<file path="config.mk">
export PLATFORM = sky130hd
export DESIGN_NAME = lane_train_ctrl
export DESIGN_NICKNAME = d
export VERILOG_FILES = /design/src/rtl/ltc_pkg.sv /design/src/rtl/ltc_lane_pick.sv /design/src/rtl/ltc_timer.sv /design/src/rtl/ltc_ctx_store.sv /design/src/rtl/lane_train_ctrl.sv
export SDC_FILE = /design/constraint.sdc
export NUM_CORES = 1
export LEC_CHECK = 0
export BUFFER_PORTS_ARGS = -buffer_cell sky130_fd_sc_hd__buf_4
export CORE_ASPECT_RATIO = 0.5
export CORE_UTILIZATION = 55
export CTS_BUF_LIST = sky130_fd_sc_hd__clkbuf_2 sky130_fd_sc_hd__clkbuf_4 sky130_fd_sc_hd__clkbuf_8
export CTS_CLUSTER_DIAMETER = 120
export CTS_CLUSTER_SIZE = 24
export DETAILED_ROUTE_END_ITERATION = 8
export GPL_TIMING_DRIVEN = 0
export PLACE_DENSITY = 0.79
export SKIP_LAST_GASP = 1
export SYNTH_ARGS = -nofsm -noshare
export SYNTH_HDL_FRONTEND = slang
export SYNTH_SLANG_ARGS = --single-unit
</file>
<file path="constraint.sdc">
create_clock -name clk -period 4.87 [get_ports clk]
set_input_delay 1.461 -clock clk [delete_from_list [all_inputs] [get_ports clk]]
set_output_delay 1.461 -clock clk [all_outputs]
set_load 0.01 [all_outputs]
</file>
<file path="src/rtl/ltc_pkg.sv">
// Shared constants, state encoding and saved-context type for the link
// training controller. Assumes a four-lane link shared by two protocols.
package ltc_pkg;
    localparam int NLANE  = 4;
    localparam int NPROTO = 2;
    localparam int WID_W  = 16;
    localparam int RATE_W = 4;

    typedef enum logic [3:0] {
        ST_SILENT  = 4'd0,
        ST_SEEK    = 4'd1,
        ST_DISC    = 4'd2,
        ST_X4      = 4'd3,
        ST_X2      = 4'd4,
        ST_X1_L0   = 4'd5,
        ST_X1_L1   = 4'd6,
        ST_X1_L2   = 4'd7,
        ST_X1_L3   = 4'd8,
        ST_REC2    = 4'd9,
        ST_REC1    = 4'd10,
        ST_PLLRST  = 4'd11,
        ST_PLLWAIT = 4'd12
    } ltc_state_e;

    typedef struct packed {
        ltc_state_e         st;
        logic [NLANE-1:0]   mask;
        logic [WID_W-1:0]   width;
        logic [RATE_W-1:0]  rate;
    } ltc_ctx_t;

    // True for the settled operating modes (four-, two- or single-lane).
    function automatic logic is_mode(ltc_state_e s);
        return (s >= ST_X4) && (s <= ST_X1_L3);
    endfunction
endpackage

</file>
<file path="src/rtl/ltc_lane_pick.sv">
// Combinational lane selector: ANDs two lane masks, counts the common
// lanes and finds the lowest common lane. Assumes N >= 2.
module ltc_lane_pick #(
    parameter  int N  = 4,
    localparam int CW = $clog2(N + 1),
    localparam int IW = $clog2(N)
) (
    input  logic [N-1:0]  a,
    input  logic [N-1:0]  b,
    output logic [N-1:0]  both,
    output logic [CW-1:0] cnt,
    output logic [IW-1:0] low_idx,
    output logic [N-1:0]  low_hot
);
    logic found;

    // Count common lanes and mark the lowest one.
    always_comb begin
        both    = a & b;
        cnt     = '0;
        low_idx = '0;
        low_hot = '0;
        found   = 1'b0;
        for (int i = 0; i < N; i++) begin
            if (both[i]) begin
                cnt = cnt + CW'(1);
                if (!found) begin
                    low_idx    = IW'(i);
                    low_hot[i] = 1'b1;
                    found      = 1'b1;
                end
            end
        end
    end
endmodule

</file>
<file path="src/rtl/ltc_timer.sv">
// Cycle counter for the seek window. It clears whenever run is low and
// reports expiry while running with the count equal to limit.
module ltc_timer #(
    parameter int TW = 16
) (
    input  logic          clk,
    input  logic          rst_n,
    input  logic          run,
    input  logic [TW-1:0] limit,
    output logic          expired
);
    logic [TW-1:0] cnt_q;

    // Count up while running and saturate at the limit.
    always_ff @(posedge clk) begin
        if (!rst_n)              cnt_q <= '0;
        else if (!run)           cnt_q <= '0;
        else if (cnt_q != limit) cnt_q <= cnt_q + TW'(1);
    end

    assign expired = run && (cnt_q == limit);
endmodule

</file>
<file path="src/rtl/ltc_ctx_store.sv">
// One saved link context per protocol, each with a valid flag. A write
// fills one entry; the read port is combinational.
module ltc_ctx_store
    import ltc_pkg::*;
#(
    parameter  int N  = NPROTO,
    localparam int AW = (N > 1) ? $clog2(N) : 1
) (
    input  logic     clk,
    input  logic     rst_n,
    input  logic     wr_en,
    input  logic [AW-1:0] wr_idx,
    input  ltc_ctx_t wr_ctx,
    input  logic [AW-1:0] rd_idx,
    output ltc_ctx_t rd_ctx,
    output logic     rd_ok
);
    ltc_ctx_t   ent [N];
    logic [N-1:0] ok;

    for (genvar g = 0; g < N; g++) begin : g_ent
        ltc_ctx_t ent_q;
        logic     ok_q;

        // Capture this entry when it is addressed by a write.
        always_ff @(posedge clk) begin
            if (!rst_n) begin
                ent_q <= '0;
                ok_q  <= 1'b0;
            end else if (wr_en && (wr_idx == AW'(g))) begin
                ent_q <= wr_ctx;
                ok_q  <= 1'b1;
            end
        end

        assign ent[g] = ent_q;
        assign ok[g]  = ok_q;
    end

    assign rd_ctx = ent[rd_idx];
    assign rd_ok  = ok[rd_idx];
endmodule

</file>
<file path="src/rtl/lane_train_ctrl.sv">
// Link training controller for a four-lane link. It runs quiet, seek and
// discovery, picks a lane mode, steps down through recovery when lanes
// drop, and saves and restores a context per protocol across a PLL
// re-lock. Assumes inputs are synchronous to clk.
module lane_train_ctrl
    import ltc_pkg::*;
#(
    parameter int TMR_W = 16
) (
    input  logic              clk,
    input  logic              rst_n,
    input  logic [NLANE-1:0]  ts_seen,
    input  logic [NLANE-1:0]  local_lanes,
    input  logic [RATE_W-1:0] local_rate,
    input  logic              partner_valid,
    input  logic [NLANE-1:0]  partner_lanes,
    input  logic [RATE_W-1:0] partner_rate,
    input  logic [TMR_W-1:0]  seek_limit,
    input  logic              switch_req,
    input  logic              pll_lock,
    output logic [3:0]        state_code,
    output logic [WID_W-1:0]  link_width,
    output logic [RATE_W-1:0] link_rate,
    output logic              pll_rst,
    output logic              switch_en,
    output logic              active_proto
);
    localparam int CNT_W = $clog2(NLANE + 1);
    localparam int IDX_W = $clog2(NLANE);

    ltc_state_e        state_q, state_d;
    logic [NLANE-1:0]  mask_q, mask_d;
    logic [WID_W-1:0]  width_q, width_d;
    logic [RATE_W-1:0] rate_q, rate_d;
    logic              proto_q, proto_d;
    logic              lock_q;
    logic              save;

    logic [NLANE-1:0]  pk_a, pk_b, pk_both, pk_hot;
    logic [CNT_W-1:0]  pk_cnt;
    logic [IDX_W-1:0]  pk_low;
    logic              tmr_exp;
    ltc_ctx_t          wr_ctx, rd_ctx;
    logic              rd_ok;
    logic              lane_drop;
    logic [RATE_W-1:0] rate_min;

    // The selector compares the advertisements in discovery and the live flags elsewhere.
    assign pk_a = (state_q == ST_DISC) ? local_lanes   : ts_seen;
    assign pk_b = (state_q == ST_DISC) ? partner_lanes : mask_q;

    ltc_lane_pick #(.N(NLANE)) u_pick (
        .a(pk_a), .b(pk_b), .both(pk_both), .cnt(pk_cnt),
        .low_idx(pk_low), .low_hot(pk_hot)
    );

    ltc_timer #(.TW(TMR_W)) u_tmr (
        .clk(clk), .rst_n(rst_n), .run(state_q == ST_SEEK),
        .limit(seek_limit), .expired(tmr_exp)
    );

    assign wr_ctx = '{st: state_q, mask: mask_q, width: width_q, rate: rate_q};

    ltc_ctx_store #(.N(NPROTO)) u_ctx (
        .clk(clk), .rst_n(rst_n), .wr_en(save), .wr_idx(proto_q),
        .wr_ctx(wr_ctx), .rd_idx(proto_q), .rd_ctx(rd_ctx), .rd_ok(rd_ok)
    );

    assign lane_drop = (ts_seen & mask_q) != mask_q;
    assign rate_min  = (local_rate < partner_rate) ? local_rate : partner_rate;

    // Next-state and next-context decision.
    always_comb begin
        state_d = state_q;
        mask_d  = mask_q;
        width_d = width_q;
        rate_d  = rate_q;
        proto_d = proto_q;
        save    = 1'b0;
        case (state_q)
            ST_SILENT: state_d = ST_SEEK;
            ST_SEEK: begin
                if (|ts_seen)    state_d = ST_DISC;
                else if (tmr_exp) state_d = ST_SILENT;
            end
            ST_DISC: begin
                if (partner_valid) begin
                    if ((pk_cnt == '0) || (partner_rate == '0)) begin
                        state_d = ST_SILENT;
                    end else begin
                        rate_d = rate_min;
                        mask_d = pk_both;
                        if (pk_cnt == CNT_W'(NLANE)) begin
                            state_d = ST_X4;
                            width_d = WID_W'(NLANE);
                        end else if (pk_cnt >= CNT_W'(2)) begin
                            state_d = ST_X2;
                            width_d = WID_W'(2);
                        end else begin
                            state_d = ltc_state_e'(4'(ST_X1_L0) + 4'(pk_low));
                            width_d = WID_W'(1);
                        end
                    end
                end
            end
            ST_X4, ST_X2, ST_X1_L0, ST_X1_L1, ST_X1_L2, ST_X1_L3: begin
                if (lane_drop) begin
                    state_d = ((state_q == ST_X4) || (state_q == ST_X2)) ? ST_REC2 : ST_DISC;
                end else if (switch_req) begin
                    save    = 1'b1;
                    proto_d = ~proto_q;
                    state_d = ST_PLLRST;
                end
            end
            ST_REC2: begin
                mask_d = pk_both;
                if (pk_cnt >= CNT_W'(2)) begin
                    state_d = ST_X2;
                    width_d = WID_W'(2);
                end else begin
                    state_d = ST_REC1;
                end
            end
            ST_REC1: begin
                if (pk_cnt != '0) begin
                    state_d = ltc_state_e'(4'(ST_X1_L0) + 4'(pk_low));
                    mask_d  = pk_hot;
                    width_d = WID_W'(1);
                end else begin
                    state_d = ST_DISC;
                end
            end
            ST_PLLRST: state_d = ST_PLLWAIT;
            ST_PLLWAIT: begin
                if (pll_lock && !lock_q) begin
                    if (rd_ok) begin
                        state_d = rd_ctx.st;
                        mask_d  = rd_ctx.mask;
                        width_d = rd_ctx.width;
                        rate_d  = rd_ctx.rate;
                    end else begin
                        state_d = ST_SILENT;
                    end
                end
            end
            default: state_d = ST_SILENT;
        endcase
        if (state_d == ST_SILENT) begin
            mask_d  = '0;
            width_d = '0;
            rate_d  = '0;
        end
    end

    // State, context and lock-history registers.
    always_ff @(posedge clk) begin
        if (!rst_n) begin
            state_q <= ST_SILENT;
            mask_q  <= '0;
            width_q <= '0;
            rate_q  <= '0;
            proto_q <= 1'b0;
            lock_q  <= 1'b0;
        end else begin
            state_q <= state_d;
            mask_q  <= mask_d;
            width_q <= width_d;
            rate_q  <= rate_d;
            proto_q <= proto_d;
            lock_q  <= pll_lock;
        end
    end

    assign state_code   = state_q;
    assign link_width   = width_q;
    assign link_rate    = rate_q;
    assign pll_rst      = (state_q == ST_PLLRST);
    assign switch_en    = is_mode(state_q);
    assign active_proto = proto_q;
endmodule

</file>
## After elaboration in Yosys (flattened, before gate mapping)

Cells that the tools add are included.

| word-level totals | value |
|---|---|
| bits in registers | 104 |
| output and inout port bits | 27 |
| input bits | 41 |

| cells by class | value |
|---|---|
| equality and inequality tests | 22 |
| muxes and demuxes | 64 |
| $add $sub $neg | 5 |
| order comparisons | 6 |
| reduce and logical (&&, ||, !) cells | 23 |
| bitwise logic cells | 6 |

Operators by type and width:

| cell | count |
|---|---|
| 4-bit 2-to-1 mux | 25 |
| 16-bit 2-to-1 mux | 6 |
| 28-bit 2-to-1 mux | 3 |
| 16-bit case mux with 4 select lines | 1 |
| 4-bit case mux with 8 select lines | 1 |
| 4-bit == test, second input constant | 5 |
| 16-bit by 1-bit adder with 16-bit output, second input constant | 1 |
| 16-bit == test | 1 |
| 4-bit by 3-bit == test with 1-bit output, second input constant | 4 |
| 1-bit 2-to-1 mux | 16 |
| 16-bit inequality test | 1 |
| 4-bit case mux with 4 select lines | 1 |
| 4-bit logical NOT | 3 |
| 2-bit 2-to-1 mux | 6 |
| 3-bit 2-to-1 mux | 4 |
| 2-bit inequality test, second input constant | 6 |
| 4-bit bitwise AND | 2 |
| 4-bit by 2-bit == test with 1-bit output, second input constant | 2 |
| 4-bit case mux with 2 select lines | 1 |
| 7-bit AND reduction | 1 |
| 3-bit by 1-bit adder with 3-bit output, second input constant | 2 |
| 6-bit AND reduction | 1 |
| 6-bit OR reduction | 1 |
| 1-bit logical AND | 5 |
| other kinds (24) | 27 |

## Depth between registers and ports, before layout

| depth | value |
|---|---|
| depth after elaboration | 18 |
| gate-level depth with buffers | 21 |
| mapped depth without buffers | 16 |

## By module

Synthesis repeated with hierarchy kept, for this count alone.

| unflattened totals | value |
|---|---|
| cells, all modules | 650 |
| area, all modules | 5,898.2 um^2 |

Modules (own cells, without submodules):

| module | area an instance (um^2) | instances | cells an instance |
|---|---|---|---|
| ltc_ctx_store | 2,537.4 | 1 | 250 |
| lane_train_ctrl | 2,155.8 | 1 | 254 |
| ltc_timer | 989.7 | 1 | 118 |
| ltc_lane_pick | 215.2 | 1 | 28 |

## Worst setup path after synthesis

Ideal clock, no wire load.

| path | value |
|---|---|
| path type | input port to flip-flop |
| start | input port partner_lanes[0] |
| end | register width_q[10], in the netlist link_width[10] |
| required time | 4,743 ps |
| cell stages on the path | 17 |
| path slack | -74 ps |
| library setup time | 127 ps |
| arrival time | 4,817 ps |
| cell sequence | and3_1 a31oi_1 ha_1 clkbuf_1 a21boi_0 o21ai_1 nand2_1 ha_1 nand3_1 nor2_1 a311o_1 o21ai_1 and2_1 o221ai_2 o21ai_2 buf_2 a22oi_1 |

| on the way | value |
|---|---|
| word-level cells in the longest chain between the ends | 17 |
| elaborated cells on any way between the ends | 37 |
| those cells by class | add/sub: 4; order compare: 1; eq/ne: 4; mux: 21; bitwise: 1; reduce/logical: 6 |

RTL lines:

| what | line | source |
|---|---|---|
| from (decl) | lane_train_ctrl.sv:16 | `input logic [NLANE-1:0] partner_lanes,` |
| 4-bit 2-to-1 mux * | lane_train_ctrl.sv:50 | `assign pk_b = (state_q == ST_DISC) ? partner_lanes : mask_q;` |
| 4-bit bitwise AND * | ltc_lane_pick.sv:19 | `both = a & b;` |
| 1-bit 2-to-1 mux | ltc_lane_pick.sv:25 | `if (both[i]) begin` |
| 1-bit by 1-bit adder with 2-bit output or 1-bit 2-to-1 mux (tied branches) | ltc_lane_pick.sv:26, ltc_lane_pick.sv:27 |  |
| 3-bit 2-to-1 mux or 2-bit 2-to-1 mux (tied branches) | ltc_lane_pick.sv:25 |  |
| 3-bit by 1-bit adder with 3-bit output or 2-bit 2-to-1 mux (tied branches) | ltc_lane_pick.sv:26, ltc_lane_pick.sv:27 |  |
| 3-bit 2-to-1 mux or 2-bit 2-to-1 mux (tied branches) | ltc_lane_pick.sv:25 |  |
| 3-bit by 1-bit adder with 3-bit output or 2-bit 2-to-1 mux (tied branches) | ltc_lane_pick.sv:26, ltc_lane_pick.sv:27 |  |
| 3-bit 2-to-1 mux or 2-bit 2-to-1 mux (tied branches) | ltc_lane_pick.sv:25 |  |
| 3-bit by 2-bit >= comparator with 1-bit output or 3-bit by 2-bit adder with 4-bit output (tied branches) | n/a |  |
| 4-bit 2-to-1 mux | lane_train_ctrl.sv:96 | `end else if (pk_cnt >= CNT_W'(2)) begin` |
| 4-bit 2-to-1 mux | lane_train_ctrl.sv:93 | `if (pk_cnt == CNT_W'(NLANE)) begin` |
| 4-bit 2-to-1 mux | lane_train_ctrl.sv:88 | `if ((pk_cnt == '0) \|\| (partner_rate == '0)) begin` |
| 4-bit 2-to-1 mux | lane_train_ctrl.sv:87 | `if (partner_valid) begin` |
| 4-bit case mux with 8 select lines | lane_train_ctrl.sv:80 | `case (state_q)` |
| 4-bit logical NOT | lane_train_ctrl.sv:148 | `if (state_d == ST_SILENT) begin` |
| 2-bit OR reduction (no source line) | n/a |  |
| to (signal assigned) | lane_train_ctrl.sv:167 | `width_q <= width_d;` |
| to (decl) | lane_train_ctrl.sv:33 | `logic [WID_W-1:0] width_q, width_d;` |

Every way passes the cells marked *; elsewhere a longest branch is shown, timed or not.
A chain may end at the register's enable or synchronous reset.

## Worst setup path after layout

| path | value |
|---|---|
| start | register state_q[0], in the netlist state_code[0] |
| end | register width_q[11], in the netlist link_width[11] |

| on the way | value |
|---|---|
| word-level cells in the longest chain between the ends | 18 |
| elaborated cells on any way between the ends | 65 |
| those cells by class | add/sub: 4; order compare: 1; eq/ne: 19; mux: 29; bitwise: 1; reduce/logical: 11 |

RTL lines:

| what | line | source |
|---|---|---|
| from (decl) | lane_train_ctrl.sv:31 | `ltc_state_e state_q, state_d;` |
| from (signal assigned) | lane_train_ctrl.sv:165 | `state_q <= state_d;` |
| 4-bit by 2-bit == test with 1-bit output | lane_train_ctrl.sv:49, lane_train_ctrl.sv:50, lane_train_ctrl.sv:80 |  |
| 4-bit 2-to-1 mux, on equally long branches | lane_train_ctrl.sv:49, lane_train_ctrl.sv:50 |  |
| 4-bit bitwise AND | ltc_lane_pick.sv:19 |  |
| 1-bit 2-to-1 mux | ltc_lane_pick.sv:25 |  |
| 1-bit by 1-bit adder with 2-bit output or 1-bit 2-to-1 mux (tied branches) | ltc_lane_pick.sv:26, ltc_lane_pick.sv:27 |  |
| 3-bit 2-to-1 mux or 2-bit 2-to-1 mux (tied branches) | ltc_lane_pick.sv:25 |  |
| 3-bit by 1-bit adder with 3-bit output or 2-bit 2-to-1 mux (tied branches) | ltc_lane_pick.sv:26, ltc_lane_pick.sv:27 |  |
| 3-bit 2-to-1 mux or 2-bit 2-to-1 mux (tied branches) | ltc_lane_pick.sv:25 |  |
| [2 not listed] | n/a |  |
| 3-bit by 2-bit >= comparator with 1-bit output or 3-bit by 2-bit adder with 4-bit output (tied branches) | n/a |  |
| 4-bit 2-to-1 mux | lane_train_ctrl.sv:96 |  |
| 4-bit 2-to-1 mux | lane_train_ctrl.sv:93 |  |
| 4-bit 2-to-1 mux | lane_train_ctrl.sv:88 |  |
| 4-bit 2-to-1 mux | lane_train_ctrl.sv:87 |  |
| 4-bit case mux with 8 select lines | lane_train_ctrl.sv:80 |  |
| 4-bit logical NOT | lane_train_ctrl.sv:148 |  |
| 2-bit OR reduction (no source line) | n/a |  |

Parallel ways exist; a longest one is shown, timed or not.

==> flow_metrics.tcl <==
set metrics [dict create \
    cts_made_buffers 9 \
    fin_skew_ns 0.009363 \
    yosysTopAreaCell "dfxtp_1" \
    ys_async_sr_fraction_pct 0 \
    route.detailed.drc 0 \
    stdcell_count 949 \
    slowest_delay_ns 0.49 \
    layout_min_cycle_time_ns 4.743 \
    whs_path_depth 2 \
    port_buffers 65 \
    fp.dieH_um 74.83 \
    syn_inst 722 \
    vias_per_cell 6.046 \
    multi_input_area_um2 3627 \
    drv_cap 0 \
    powerDensity_nw_per_um2 407.4 \
    wl_per_cell_um 17.51 \
    n_antenna_cell 0 \
    critPathMaxFanout 11 \
    start_util_pct 56.94 \
    place_inst 927 \
    combPwrFrac_pct 44.4 \
    synth_flop_cell "dfxtp_1" \
    clk_pin_slew_ns 0.11 \
    path_cells "buf_2, or4b_1, buf_2, buf_4, a31oi_4, ha_4, a21bo_2, a21o_1, nand2_1, ha_1, nand3_2, nor2_1, a311o_1, o21a_4, o41ai_2, a31oi_2, nor3_4, buf_12, buf_6, a22oi_1" \
    p_sw_share_pct 40.94 \
    cts.sinks 104 \
    cp_slowest_cell "or4b_1" \
    grt_overflow 0 \
    grt_pass1_wl_um 25830 \
    finalPower_mw 2.834 \
    core_region_area_um2 10250 \
    first_pass_iters 5 \
    cts_max_path_buffers 2 \
    timing.critical_path.max_delay_family "compound AO/OA/AOI/OAI gates" \
    drt_iter0_markers 507 \
    worstReg2RegEnd "link_width[11]$_SDFFE_PP0P_" \
    synth_edf_count 0 \
    antenna_found_initial 0 \
    ys_warn_count 0 \
    syn_to_final_growth_pct 19.24 \
    ios 68 \
    chipWidth_um 147.7 \
    peakVddDrop_mv 0.1745 \
    status "finished, final reports clean" \
    routed_wl_um 16610 \
    first_global_vias 5101 \
    num_rows 26 \
    ff2ff_setup_slack_ns 0.13 \
    power.share.sequential_pct 33.0 \
    post-route-period-util_pct 97.40 \
    p_clk_share_pct 22.6 \
    cp_data_arrival_time_ns 5.02 \
    synth_area_per_cell_um2 8.081 \
    setup_violations 0 \
    worstHoldStart "u_ctx.ent[0]$_SDFFE_PN0P_" \
    dr_total_vias 5738 \
    htreeDepth 3 \
    p_switching_mw 1.160 \
    ctsHoldBuffers 0 \
    required_ns 5.15 \
    yosysSeqAreaShare_pct 35.69 \
    synth_area_um2 5834 \
    internal-power_mw 1.674 \
    finalMaxSlewViolations 0 \
    fillCellCount 862 \
    track_usage_pct 30.11 \
    p_leak_nw 2.471 \
    crit_type "reg -> reg" \
    holdPathEnd "u_ctx.ent[0]$_SDFFE_PN0P_" \
    yosysMostFrequentCell "nand2_1" \
    grt_max_degree 20 \
    ys_types 68 \
    fmax_mhz 210.8 \
    slew_headroom_pct 42.29 \
    hold_slack_ns 0.4684 \
    seq_area_um2 2082 \
    yosys-top-cells-count "nand2_1 (136), dfxtp_1 (104), a21boi_0 (58)" \
    finalHoldViolCount 0 \
    reg2reg_depth 20 \
    crit_buf_inv 5 \
    finalNetCount 853 \
    cts_tree "built" \
    place.gp.congestion 0.9676 \
    dp.final_hpwl_um 11480 \
    hp-class "reg -> reg" \
    synth_nets 771 \
    antenna_left 0 \
    start_kind "flop" \
    end_kind "flop" \
    insertion_delay_ns 0.39 \
    drive_gt1_share_pct 17.55 \
    synth_top_area_share_pct 35.69 \
    die-area_um2 11050 \
    worstMarginPinSlew_ns 0.8590 \
    cpMostUsedCell "buf_2" \
    reg2reg_from "state_code[0]$_SDFF_PN0_" \
    cts-root-buf "clkbuf_8" \
    synth.area.top_cells "dfxtp_1 (36%), nand2_1 (8.7%), a21boi_0 (7.5%)" \
    synth_seq_cells 104 \
]
[logic make-up (layout without fill, tap and decap cells)]
family	after synthesis	in the layout	share of synthesized area [%]
adder cells (fa/ha/maj)	8	8	1.716
AO/OA/AOI/OAI	194	194	24.83
multiplexers	33	33	5.833
XOR/XNOR	30	30	4.504
flip-flops	104	104	35.69
buffers and inverters	62	149	4.504
AND/OR/NAND/NOR	291	291	22.93
[per-stage QoR]
stage               utilization (%)  setup TNS (ns)  cell area [µm²]  setup WS, ns
CTS                           66.97               0             6863       0.01223
detailed placement            63.44          -25.05             6501        -1.061
global placement              63.44          -23.42             6501        -1.005
floorplan                         -               0             5838       0.01561
finish                        67.89               0             6957        0.1266
global route                  67.89         -0.6364             6957      -0.05320
[cells in the final DEF, fill, tap and decap left out, types with 4 or more instances in the layout]
master	n
a211oi_1	10
o21a_1	4
nor2_1	52
o21ai_4	4
a21oi_1	25
nand4_1	10
inv_1	11
a22oi_1	14
nor2b_1	5
and2_1	8
nand2b_1	8
nor4_1	8
a211oi_2	5
a31oi_1	6
a21o_1	5
dfxtp_1	104
buf_1	5
nor3_1	8
nand2_1	136
ha_1	7
clkbuf_1	30
clkbuf_8	9
buf_4	74
xnor2_1	5
mux2_2	4
and3_1	7
mux2i_1	28
nand3_1	29
a21boi_0	57
xor2_1	25
o21ai_0	22
[how the worst max path moves through the flow]
stage / slack, ns / endpoint / startpoint / cells past startpoint
CTS: 0.01 / link_width[11]$_SDFFE_PP0P_ / state_code[0]$_SDFF_PN0_ / 20
global placement: -1.00 / link_width[11]$_SDFFE_PP0P_ / partner_lanes[0] / 18
floorplan: 0.02 / link_width[10]$_SDFFE_PP0P_ / partner_lanes[0] / 17
detailed placement: -1.06 / link_width[11]$_SDFFE_PP0P_ / partner_lanes[0] / 18
finish: 0.13 / link_width[11]$_SDFFE_PP0P_ / state_code[0]$_SDFF_PN0_ / 20
global route: -0.05 / link_width[3]$_SDFFE_PP0P_ / state_code[0]$_SDFF_PN0_ / 20
[routing by layer]
metal	GRT usage [%]	wire [µm]	vias to the layer above
met5	0	0	-
met1	41.08	7629	2727
li1	-	-	2727
met4	7.904	253	0
met3	7.030	1370	29
met2	48.64	7360	255
[sequential cells by signal, summed over array words and instances, names as in the netlist]
register          flops
mask_q                4
u_tmr.cnt_q          16
u_ctx.ent            56
link_rate             4
u_ctx.g_ent.ok_q      2
link_width           16
state_code            4
active_proto          1
lock_q                1
[tightest hold or removal path, cell delays in order, from the launching register on]
cell and delay [ns]:
dfxtp_1 0.32, nand2_1 0.04, a21boi_0 0.06
[power groups by stage]
stage               Sequential, mW  Combinational, mW  Clock, mW
global placement             0.951               1.08          0
global route                 0.939               1.34      0.677
detailed placement           0.951               1.09          0
floorplan                    0.946              0.776          0
CTS                          0.933               1.19      0.641
finish                       0.935               1.26      0.640
[layout make-up]
class | count | share of cell area, %
repair buffers | 72 | 7.950
inverters | 12 | 0.6475
multi-input cells | 556 | 52.14
well taps | 140 | 2.518
clock buffers | 9 | 1.781
flip-flops and latches | 104 | 29.93
clock inverters | 7 | 1.655
plain buffers | 49 | 3.381
[repair_timing]
item | 4_1_cts | 5_1_grt
setup endpoints to repair | 25 | 25
setup buffers | 3 | 4
pin swaps | 3 | 6
resized for setup | 21 | 19
No activity file was read; power rests on OpenSTA's default activity.
